`src/rtl/fpc_pkg.sv`:
```
package fpc_pkg;
  localparam int unsigned XLEN    = 32;
  localparam int unsigned RFIELD  = 5;
  localparam logic [5:0]  OPC_COP = 6'b010001;
  localparam logic [5:0]  OPC_LD  = 6'b110001;
  localparam logic [5:0]  OPC_ST  = 6'b111001;
  localparam logic [4:0]  SUB_ARI = 5'b10000;
  localparam logic [4:0]  SUB_TO  = 5'b00100;
  localparam logic [4:0]  SUB_FROM = 5'b00000;

  typedef enum logic [2:0] {
    K_NONE, K_EXT, K_LOC, K_MFROM, K_MTO, K_LOAD, K_STORE
  } kind_e;

  typedef enum logic [1:0] {L_MOV, L_ABS, L_NEG, L_CMP} lop_e;

  typedef enum logic [2:0] {
    S_IDLE, S_OPRD, S_START, S_WAIT, S_LOCAL, S_XFER
  } state_e;

  typedef struct packed {
    kind_e             kind;
    logic [2:0]        fop;
    lop_e              lop;
    logic [3:0]        cond;
    logic [RFIELD-1:0] fd;
    logic [RFIELD-1:0] fs;
    logic [RFIELD-1:0] ft;
  } dec_t;
endpackage

```
`src/rtl/fpc_decode.sv`:
```
module fpc_decode
  import fpc_pkg::*;
(
  input  logic [XLEN-1:0] word,
  output dec_t            dec
);
  logic [5:0] func;
  assign func = word[5:0];

  always_comb begin
    dec      = '0;
    dec.kind = K_NONE;
    dec.lop  = L_MOV;
    dec.fd   = word[10:6];
    dec.fs   = word[15:11];
    dec.ft   = word[20:16];
    dec.cond = func[3:0];
    if (word[31:26] == OPC_LD) begin
      dec.kind = K_LOAD;
    end else if (word[31:26] == OPC_ST) begin
      dec.kind = K_STORE;
    end else if (word[31:26] == OPC_COP) begin
      if (word[25:21] == SUB_TO) begin
        dec.kind = K_MTO;
      end else if (word[25:21] == SUB_FROM) begin
        dec.kind = K_MFROM;
      end else if (word[25:21] == SUB_ARI) begin
        if (func[5:4] == 2'b11) begin
          dec.kind = K_LOC;
          dec.lop  = L_CMP;
        end else begin
          case (func)
            6'd0, 6'd1, 6'd2, 6'd3: begin
              dec.kind = K_EXT;
              dec.fop  = func[2:0];
            end
            6'd32: begin dec.kind = K_EXT; dec.fop = 3'd4; end
            6'd36: begin dec.kind = K_EXT; dec.fop = 3'd5; end
            6'd5:  begin dec.kind = K_LOC; dec.lop = L_ABS; end
            6'd6:  begin dec.kind = K_LOC; dec.lop = L_MOV; end
            6'd7:  begin dec.kind = K_LOC; dec.lop = L_NEG; end
            default: dec.kind = K_NONE;
          endcase
        end
      end
    end
  end
endmodule

```
`src/rtl/fpc_regfile.sv`:
```
module fpc_regfile #(
  parameter int unsigned W     = 32,
  parameter int unsigned DEPTH = 32,
  localparam int unsigned AW   = $clog2(DEPTH)
) (
  input  logic          clk,
  input  logic          rst_n,
  input  logic          we,
  input  logic [AW-1:0] waddr,
  input  logic [W-1:0]  wdata,
  input  logic [AW-1:0] raddr_a,
  output logic [W-1:0]  rdata_a,
  input  logic [AW-1:0] raddr_b,
  output logic [W-1:0]  rdata_b
);
  logic [W-1:0] mem [DEPTH];

  for (genvar i = 0; i < DEPTH; i++) begin : g_word
    always_ff @(posedge clk or negedge rst_n) begin
      if (!rst_n)                          mem[i] <= '0;
      else if (we && waddr == AW'(i))      mem[i] <= wdata;
    end
  end

  assign rdata_a = mem[raddr_a];
  assign rdata_b = mem[raddr_b];
endmodule

```
`src/rtl/fpc_local_unit.sv`:
```
module fpc_local_unit
  import fpc_pkg::*;
(
  input  lop_e            lop,
  input  logic [3:0]      cond,
  input  logic [XLEN-1:0] a,
  input  logic [XLEN-1:0] b,
  output logic [XLEN-1:0] res,
  output logic            cmp
);
  localparam int unsigned MANT = 23;
  localparam int unsigned SGN  = XLEN - 1;

  logic a_nan, b_nan, unord, both_zero, eq, lt, less;

  assign a_nan     = (&a[SGN-1:MANT]) && (|a[MANT-1:0]);
  assign b_nan     = (&b[SGN-1:MANT]) && (|b[MANT-1:0]);
  assign unord     = a_nan || b_nan;
  assign both_zero = ~|{a[SGN-1:0], b[SGN-1:0]};
  assign eq        = !unord && ((a == b) || both_zero);

  always_comb begin
    if (a[SGN] != b[SGN]) lt = a[SGN] && !both_zero;
    else if (!a[SGN])     lt = a[SGN-1:0] < b[SGN-1:0];
    else                  lt = a[SGN-1:0] > b[SGN-1:0];
  end

  assign less = !unord && lt;
  assign cmp  = (cond[2] && less) || (cond[1] && eq) || (cond[0] && unord);

  always_comb begin
    case (lop)
      L_ABS:   res = {1'b0, a[SGN-1:0]};
      L_NEG:   res = {~a[SGN], a[SGN-1:0]};
      default: res = a;
    endcase
  end
endmodule

```
`src/rtl/fp_copro_ctrl.sv`:
```
module fp_copro_ctrl
  import fpc_pkg::*;
#(
  parameter int unsigned DW   = 32,
  parameter int unsigned NREG = 32,
  parameter int unsigned NSEL = 4,
  parameter int unsigned NBE  = DW / 8
) (
  input  logic            clk,
  input  logic            rst_n,
  input  logic            fetch_i,
  input  logic [DW-1:0]   bus_in,
  input  logic            mem_pause_i,
  input  logic            fpu_ready_i,
  input  logic [DW-1:0]   fpu_result_i,
  output logic            busy_o,
  output logic            stall_o,
  output logic            fp_cond_o,
  output logic [NSEL-1:0] bus_sel_o,
  output logic [DW-1:0]   data_out_o,
  output logic [NBE-1:0]  byte_we_o,
  output logic            fpu_start_o,
  output logic [2:0]      fpu_op_o,
  output logic [DW-1:0]   fpu_opa_o,
  output logic [DW-1:0]   fpu_opb_o
);
  localparam int unsigned RAW = $clog2(NREG);

  state_e        state;
  dec_t          dec_in, ir;
  logic [DW-1:0] opa_q, opb_q, rd_a, rd_b, loc_res, wdata;
  logic          cond_q, cmp_res, we, xfer;
  logic [RAW-1:0] waddr, raddr_a;

  fpc_decode u_dec (.word(bus_in), .dec(dec_in));

  always_ff @(posedge clk or negedge rst_n) begin
    if (!rst_n) begin
      state  <= S_IDLE;
      ir     <= '0;
      opa_q  <= '0;
      opb_q  <= '0;
      cond_q <= 1'b0;
    end else begin
      case (state)
        S_IDLE: if (fetch_i) begin
          ir <= dec_in;
          case (dec_in.kind)
            K_EXT, K_LOC: state <= S_OPRD;
            K_NONE:       state <= S_IDLE;
            default:      state <= S_XFER;
          endcase
        end
        S_OPRD: begin
          opa_q <= rd_a;
          opb_q <= rd_b;
          state <= (ir.kind == K_EXT) ? S_START : S_LOCAL;
        end
        S_START: state <= S_WAIT;
        S_WAIT:  if (fpu_ready_i) state <= S_IDLE;
        S_LOCAL: begin
          if (ir.lop == L_CMP) cond_q <= cmp_res;
          state <= S_IDLE;
        end
        default: state <= S_IDLE;
      endcase
    end
  end

  assign xfer = (state == S_XFER);

  always_comb begin
    we    = 1'b0;
    waddr = RAW'(ir.fd);
    wdata = fpu_result_i;
    if (state == S_WAIT && fpu_ready_i) begin
      we = 1'b1;
    end else if (state == S_LOCAL && ir.lop != L_CMP) begin
      we    = 1'b1;
      wdata = loc_res;
    end else if (xfer && (ir.kind == K_MTO || ir.kind == K_LOAD)) begin
      we    = 1'b1;
      waddr = (ir.kind == K_MTO) ? RAW'(ir.fs) : RAW'(ir.ft);
      wdata = bus_in;
    end
  end

  assign raddr_a = (xfer && ir.kind == K_STORE) ? RAW'(ir.ft) : RAW'(ir.fs);

  fpc_regfile #(.W(DW), .DEPTH(NREG)) u_rf (
    .clk(clk), .rst_n(rst_n), .we(we), .waddr(waddr), .wdata(wdata),
    .raddr_a(raddr_a), .rdata_a(rd_a), .raddr_b(RAW'(ir.ft)), .rdata_b(rd_b)
  );

  fpc_local_unit u_loc (
    .lop(ir.lop), .cond(ir.cond), .a(opa_q), .b(opb_q),
    .res(loc_res), .cmp(cmp_res)
  );

  always_comb begin
    bus_sel_o = '0;
    if (xfer) begin
      case (ir.kind)
        K_MFROM: bus_sel_o[0] = 1'b1;
        K_STORE: bus_sel_o[1] = 1'b1;
        K_MTO:   bus_sel_o[2] = 1'b1;
        K_LOAD:  bus_sel_o[3] = 1'b1;
        default: bus_sel_o = '0;
      endcase
    end
  end

  assign busy_o      = (state == S_OPRD) || (state == S_START) ||
                       (state == S_WAIT) || (state == S_LOCAL);
  assign stall_o     = busy_o || mem_pause_i;
  assign fp_cond_o   = cond_q;
  assign data_out_o  = (xfer && (ir.kind == K_MFROM || ir.kind == K_STORE)) ? rd_a : '0;
  assign byte_we_o   = (xfer && ir.kind == K_STORE) ? '1 : '0;
  assign fpu_start_o = (state == S_START);
  assign fpu_op_o    = ir.fop;
  assign fpu_opa_o   = opa_q;
  assign fpu_opb_o   = opb_q;
endmodule

```
`config.mk`:
```
export PLATFORM = sky130hd
export DESIGN_NAME = fp_copro_ctrl
export DESIGN_NICKNAME = d
export VERILOG_FILES = /design/src/rtl/fpc_pkg.sv /design/src/rtl/fpc_decode.sv /design/src/rtl/fpc_regfile.sv /design/src/rtl/fpc_local_unit.sv /design/src/rtl/fp_copro_ctrl.sv
export SDC_FILE = /design/constraint.sdc
export NUM_CORES = 2
export LEC_CHECK = 0
export BUFFER_PORTS_ARGS = -buffer_cell sky130_fd_sc_hd__buf_4
export CAP_MARGIN = 20
export CORE_MARGIN = 2
export CORE_UTILIZATION = 50
export CTS_CLUSTER_SIZE = 24
export DETAILED_ROUTE_END_ITERATION = 8
export GPL_ROUTABILITY_DRIVEN = 0
export PLACE_DENSITY = 0.66
export SKIP_LAST_GASP = 1
export SYNTH_ARGS = -nofsm -noshare
export SYNTH_HDL_FRONTEND = slang
export SYNTH_SLANG_ARGS = --single-unit
```
`constraint.sdc`:
```
create_clock -name clk -period 4.6 [get_ports clk]
set_input_delay 0.46 -clock clk [delete_from_list [all_inputs] [get_ports clk]]
set_output_delay 0.46 -clock clk [all_outputs]
set_load 0.005 [all_outputs]
```
=== After elaboration in Yosys (flattened, before gate mapping) ===
Index checks and enable logic that the tools add are counted.

* Multiplexer cells: 48
* $lt $le $gt $ge: 4
* Bitwise operators: 3
* Reduce and logical (&&, ||, !) cells: 74
* Equality and inequality tests: 65

{| class="wikitable"
|+ Operator list
! operator !! number
|-
| $bmux 32 s5 || 2
|-
| $mux 32 || 8
|-
| $eq 5x5->1 const B || 17
|-
| $pmux 32 s2 || 1
|-
| $reduce_or 62->1 || 1
|-
| $reduce_or 23->1 || 2
|-
| $logic_and 1x1->1 || 45
|-
| $mux 5 || 9
|-
| $eq 5x4->1 const B || 8
|-
| $eq 32x32->1 || 1
|-
| $gt 31x31->1 || 1
|-
| $lt 31x31->1 || 1
|-
| $mux 3 || 9
|-
| $eq 5x3->1 const B || 5
|-
| $eq 6x6->1 const B || 4
|-
| $eq 6x3->1 const B || 3
|-
| $mux 8 || 2
|-
| $reduce_and 8->1 || 2
|-
| $eq 3x3->1 const B || 5
|-
| $eq 3x2->1 const B || 4
|-
| $eq 6x2->1 const B || 2
|-
| $ge 6x6->1 const B || 2
|-
| $not 5->6 || 2
|-
| $pmux 3 s4 || 1
|-
| 26 further kinds || 57
|}

* Output and inout port bits: 111
* Register bits after elaboration: 1118
* Logic and storage cells: 237
* Bits of input ports: 69

=== Longest topological paths before layout ===
* Depth in word-level cells: 15
* Gate-level depth with buffers: 15

=== Modules after synthesis ===
From an unflattened synthesis, not the netlist that was laid out.

* Cells, all modules: 5237
* Area, all modules: 62304.8 µm²

{| class="wikitable"
|+ Modules (own cells, without submodules)
! module !! sequential area each (µm²) !! times used !! cells each !! area each (µm²)
|-
| fpc_regfile || 25624.6 || 1 || 4611 || 55718.4
|-
| fp_copro_ctrl || 2377.3 || 1 || 380 || 4857.2
|-
| fpc_local_unit || 0.0 || 1 || 193 || 1323.8
|-
| fpc_decode || 0.0 || 1 || 53 || 405.4
|}

=== Least setup slack after synthesis ===
OpenSTA, ideal clock, no wires.

* Path type: register to output
* From: register state[1]
* To: output port data_out_o[11]
* Buffers on the path: 5
* Required time: 4.140 ns
* Path slack: 1.597 ns
* Cell stages (with the launch flop): 14
* Arrival: 2.543 ns
* Path through: dfrtp_1 > buf_4 > and4b_1 > buf_4 > nand3_1 > nand2_1 > buf_2 > buf_2 > buf_1 > mux4_2 > a22oi_1 > nand2_1 > a21oi_1 > nor2_1

* Word-level cells in the longest chain between the ends: 8
* Elaborated cells between the ends (all ways): 9
* Classes of those cells: 1 x eq/ne; 5 x mux; 1 x bitwise; 2 x reduce/logical

{| class="wikitable"
|+ RTL lines
! element !! line !! RTL
|-
| start, declared || fp_copro_ctrl.sv:29 || <nowiki>state_e state;</nowiki>
|-
| start signal, assigned || fp_copro_ctrl.sv:57 || <nowiki>state <= (ir.kind == K_EXT) ? S_START : S_LOCAL;</nowiki>
|-
| $eq 3x3->1 (*) || fp_copro_ctrl.sv:70 || <nowiki>assign xfer = (state == S_XFER);</nowiki>
|-
| $logic_and 1x1->1 || fp_copro_ctrl.sv:88 || <nowiki>assign raddr_a = (xfer && ir.kind == K_STORE) ? RAW'(ir.ft) : RAW'(ir.fs);</nowiki>
|-
| $mux 5 || fp_copro_ctrl.sv:88 ||
|-
| $not 5->6 (implied by the code) || fpc_regfile.sv:25 || <nowiki>assign rdata_a = mem[raddr_a];</nowiki>
|-
| $bmux 32 s5 || fpc_regfile.sv:25 ||
|-
| $mux 32 (implied by the code) (2 in a row) || fpc_regfile.sv:25 ||
|-
| $mux 32 (*) || fp_copro_ctrl.sv:117 || <nowiki>assign data_out_o = (xfer && (ir.kind == K_MFROM || ir.kind == K_STORE)) ? rd_a : '0;</nowiki>
|-
| end, declared || fp_copro_ctrl.sv:20 || <nowiki>output logic [DW-1:0] data_out_o,</nowiki>
|}

Mark *: on every way between the ends. The rest lies on a longest branch, timed or not. The select of a mux whose other input is x is not followed.

=== Worst setup path in the final report ===
* From: register ir[25] (netlist name)
* To: output port data_out_o[2]

* Word-level cells in the longest chain between the ends: 8
* Elaborated cells between the ends (all ways): 11
* Classes of those cells: 2 x eq/ne; 5 x mux; 1 x bitwise; 3 x reduce/logical

{| class="wikitable"
|+ RTL lines
! element !! line !! RTL
|-
| start, declared || fp_copro_ctrl.sv:30 || <nowiki>dec_t dec_in, ir;</nowiki>
|-
| start signal, assigned || fp_copro_ctrl.sv:47 || <nowiki>ir <= dec_in;</nowiki>
|-
| $eq 3x3->1 || fp_copro_ctrl.sv:88, fp_copro_ctrl.sv:117 ||
|-
| $logic_and 1x1->1 || fp_copro_ctrl.sv:88 ||
|-
| $mux 5 || fp_copro_ctrl.sv:88 ||
|-
| $not 5->6 (implied by the code) || fpc_regfile.sv:25 ||
|-
| $bmux 32 s5 || fpc_regfile.sv:25 ||
|-
| $mux 32 (implied by the code) (2 in a row) || fpc_regfile.sv:25 ||
|-
| $mux 32 (*) || fp_copro_ctrl.sv:117 ||
|}

Marks and branches as above.

==> metrics.txt <==
CP Buf/Inv Count 3; crit path launch type register; Static Leak 29.5 nW; Starting DRT DRC Count ~7300; number of CTS-inserted buffers 118; syn avg cell area 10.0 um2; crit path max fanout 28; # IOs 180; PnR worst setup slack -0.0365 ns; skew final roughly 0.085 ns; pwr/cell area ~360 nW/um2; # clock sinks between 1000 and 1500; worst slew pin tran between 1 and 1.5 ns; Setup violations, final 1; Max-Cap Viols 0; final net count 6002; Residual DRC 0; post-route insts no fill roughly 7500; Crit Path Class register to output port; most frequent CP cell buf_4; CP max-delay cell mux2i_2; crit-path cells and4b_1 -> buf_4 -> nand3_4 -> and2_4 -> buf_4 -> mux2i_2 -> o22ai_1 -> a211o_1 -> o311ai_1 -> nand2_1 -> buf_4; Synthesis Warnings 0; P&R area growth vs syn 14.9%; FILL cells between 9000 and 10000; IO Port Bufs approximately 180; Max VDD drop 0.349 mV; chip width between 300 and 400 um; aggregate global routing overflow 0; Final Core Density 0.580; Die Ht around 350 um; area of the mapped netlist just under 60000 um2; post-synth net total ~5900; synth unique cells 82; commonest non-fill, non-tap cell in the layout dfrtp_1; minimum clock period around 4.6 ns; CTS Root Cell clkbuf_16; cells after synthesis roughly 5800; RSZ-0062 raised after global routing yes; Final Hold Fails 0; violated checks negative setup slack; H-Tree Depth 3; detailed-route wire length per cell around 30 um; Die ar. 120000 um2; latest clock arrival within the worst-skew pair about 0.77 ns; CTS tree done; WP data arrival around 4.2 ns; CP endpoint kind output port; EDFF count, synth 0; vias per inst about 6.7; Worst path top cell family by delay compound AO/OA/AOI/OAI gates; max incr delay on CP 0.52 ns; period utilization 1.01; core area 116000 um2; post-synthesis sequential area ratio 0.476; HP Class input port to register; First-pass DRT Iterations 6; layout cells sized above 1 0.198; initial antenna violation count 6; DR vias 50570; Initial Util 0.505; largest net degree at the start of global routing 131; Main synth FF type dfrtp_1; # rows ~130; clock slew at reported path FFs 0.06 ns; Place WS roughly 0.085 ns; Max transition margin 0.186; DRT Wirelength 225 mm; dpl cells around 7300; GRT Total Usage 0.372; f_max roughly 220 MHz; Reg2Reg Setup Slack about 0.64 ns; Async SR Flop Fraction 1.00; Req. time, crit path slightly above 4 ns; Slew Viols, Final 0; Final ANT Viol Nets 0; maximum root-to-sink buffer count 3; commonest cells after routing, fill and taps aside dfrtp_1 (1112), nand2_1 (899), nor2_1 (668); first-pass GRT wire length approximately 330 mm; synthesis-stage register bit count between 1000 and 1500; DP HPWL 146 mm; number of global-route vias before repair 48240; run status finished, violations left
-- path summary, 6_finish.rpt --
| path | from | cells after the start | end |
|---|---|---|---|
| max | ir[25] | 11 | data_out_o[2] |
| min | bus_in[2] | 3 | ir[17] |
| max reg2reg | ir[0] | 6 | fpu_opb_o[18] |
| min reg2reg | ir[15] | 2 | ir[15] |
| max in group asynchronous | rst_n | 3 | u_rf.mem[673] |
| min in group asynchronous | rst_n | 2 | fpu_opb_o[10] |
-- synthesized netlist by cell type, drive strengths merged (25+ instances only) --
cell	n	share of area
o21ai	542	0.046
a21oi	677	0.058
a31oi	56	0.0060
clkbuf	360	0.023
nand3	96	0.0084
buf	198	0.017
o22ai	69	0.0074
nor4	35	0.0037
nand4	25	0.0027
mux2i	255	0.043
a22o	34	0.0051
dfrtp	1118	0.48
nor3	52	0.0065
nand2	905	0.058
mux4	372	0.14
ha	33	0.0070
a32oi	26	0.0039
inv	43	0.0027
nor2	672	0.043
-- through the flow --
| step | power, mW | instance area, um2 | hold WS, ns | setup TNS (ns) |
|---|---|---|---|---|
| 2_1_floorplan | 12.5 | 58700 | 0.164 | 0 |
| 3_3_place_gp | 13.9 | 62500 | 0.461 | 0 |
| 3_5_place_dp | 13.9 | 62500 | 0.472 | 0 |
| 4_1_cts | 24.3 | 67200 | 0.00136 | -0.0457 |
| 5_1_grt | 25.0 | 67500 | 0.0218 | -0.0370 |
| 6_report | 24.4 | 67500 | 0.0361 | -0.0365 |
-- worst reg2reg max path, stage by stage, from the launching register on --
cell and delay (ns):
dfrtp_4 0.64, buf_4 0.59, buf_4 0.72, mux4_2 0.44
mux4_2 0.48, mux2i_1 0.71, o21ai_0 0.21
-- metal layers --
| metal | wire length, um | vias to the layer above | track usage |
|---|---|---|---|
| met2 | 96900 | 3462 | 0.540 |
| li1 | - | 21278 | - |
| met5 | 26 | - | 0 |
| met1 | 83300 | 25030 | 0.497 |
| met4 | 17700 | 4 | 0.242 |
| met3 | 27000 | 796 | 0.0952 |
-- where the power goes --
part	switching (mW)	leakage [nW]	internal, mW
combinational	2.24	12.0	1.29
clock	4.29	2.06	6.13
sequential	0.324	15.5	10.2
total	6.85	29.5	17.6
-- kinds of logic after synthesis --
family | synth area share
buf+inv | 0.0432
simple gates | 0.133
compound gates | 0.151
fa+ha+maj | 0.00703
xor+xnor | 0.000298
flops | 0.476
mux | 0.189
-- cell type report --
| cell class | instances | area (um2) | share of cell area |
|---|---|---|---|
| Multi-Input combinational cell | 4127 | 28800 | 0.427 |
| Sequential cell | 1118 | 28000 | 0.415 |
| Timing Repair Buffer | 490 | 4380 | 0.0649 |
| Clock inverter | 52 | 830 | 0.0123 |
| Inverter | 45 | 174 | 0.00258 |
| Tap cell | 1524 | 1910 | 0.0283 |
| Clock buffer | 164 | 3370 | 0.0499 |
| Antenna cell | 2 | 5.00 | 0.0000742 |
-- state kept, by name, summed over array words and instances, names as in the netlist --
| signal | flops |
|---|---|
| ir | 23 |
| fp_cond_o | 1 |
| u_rf.mem | 1024 |
| fpu_opa_o | 32 |
| fpu_op_o | 3 |
| fpu_opb_o | 32 |
| state | 3 |
-- what timing repair did --
item,in CTS,in global routing
setup buffers,24,5
hold endpoints to repair,93,0
hold buffers,15,0
gates resized for setup,18,37
pin swaps,8,3
cloned,1,2
endpoints found under the setup margin,31,31
Power figures use the tool's default switching activity.
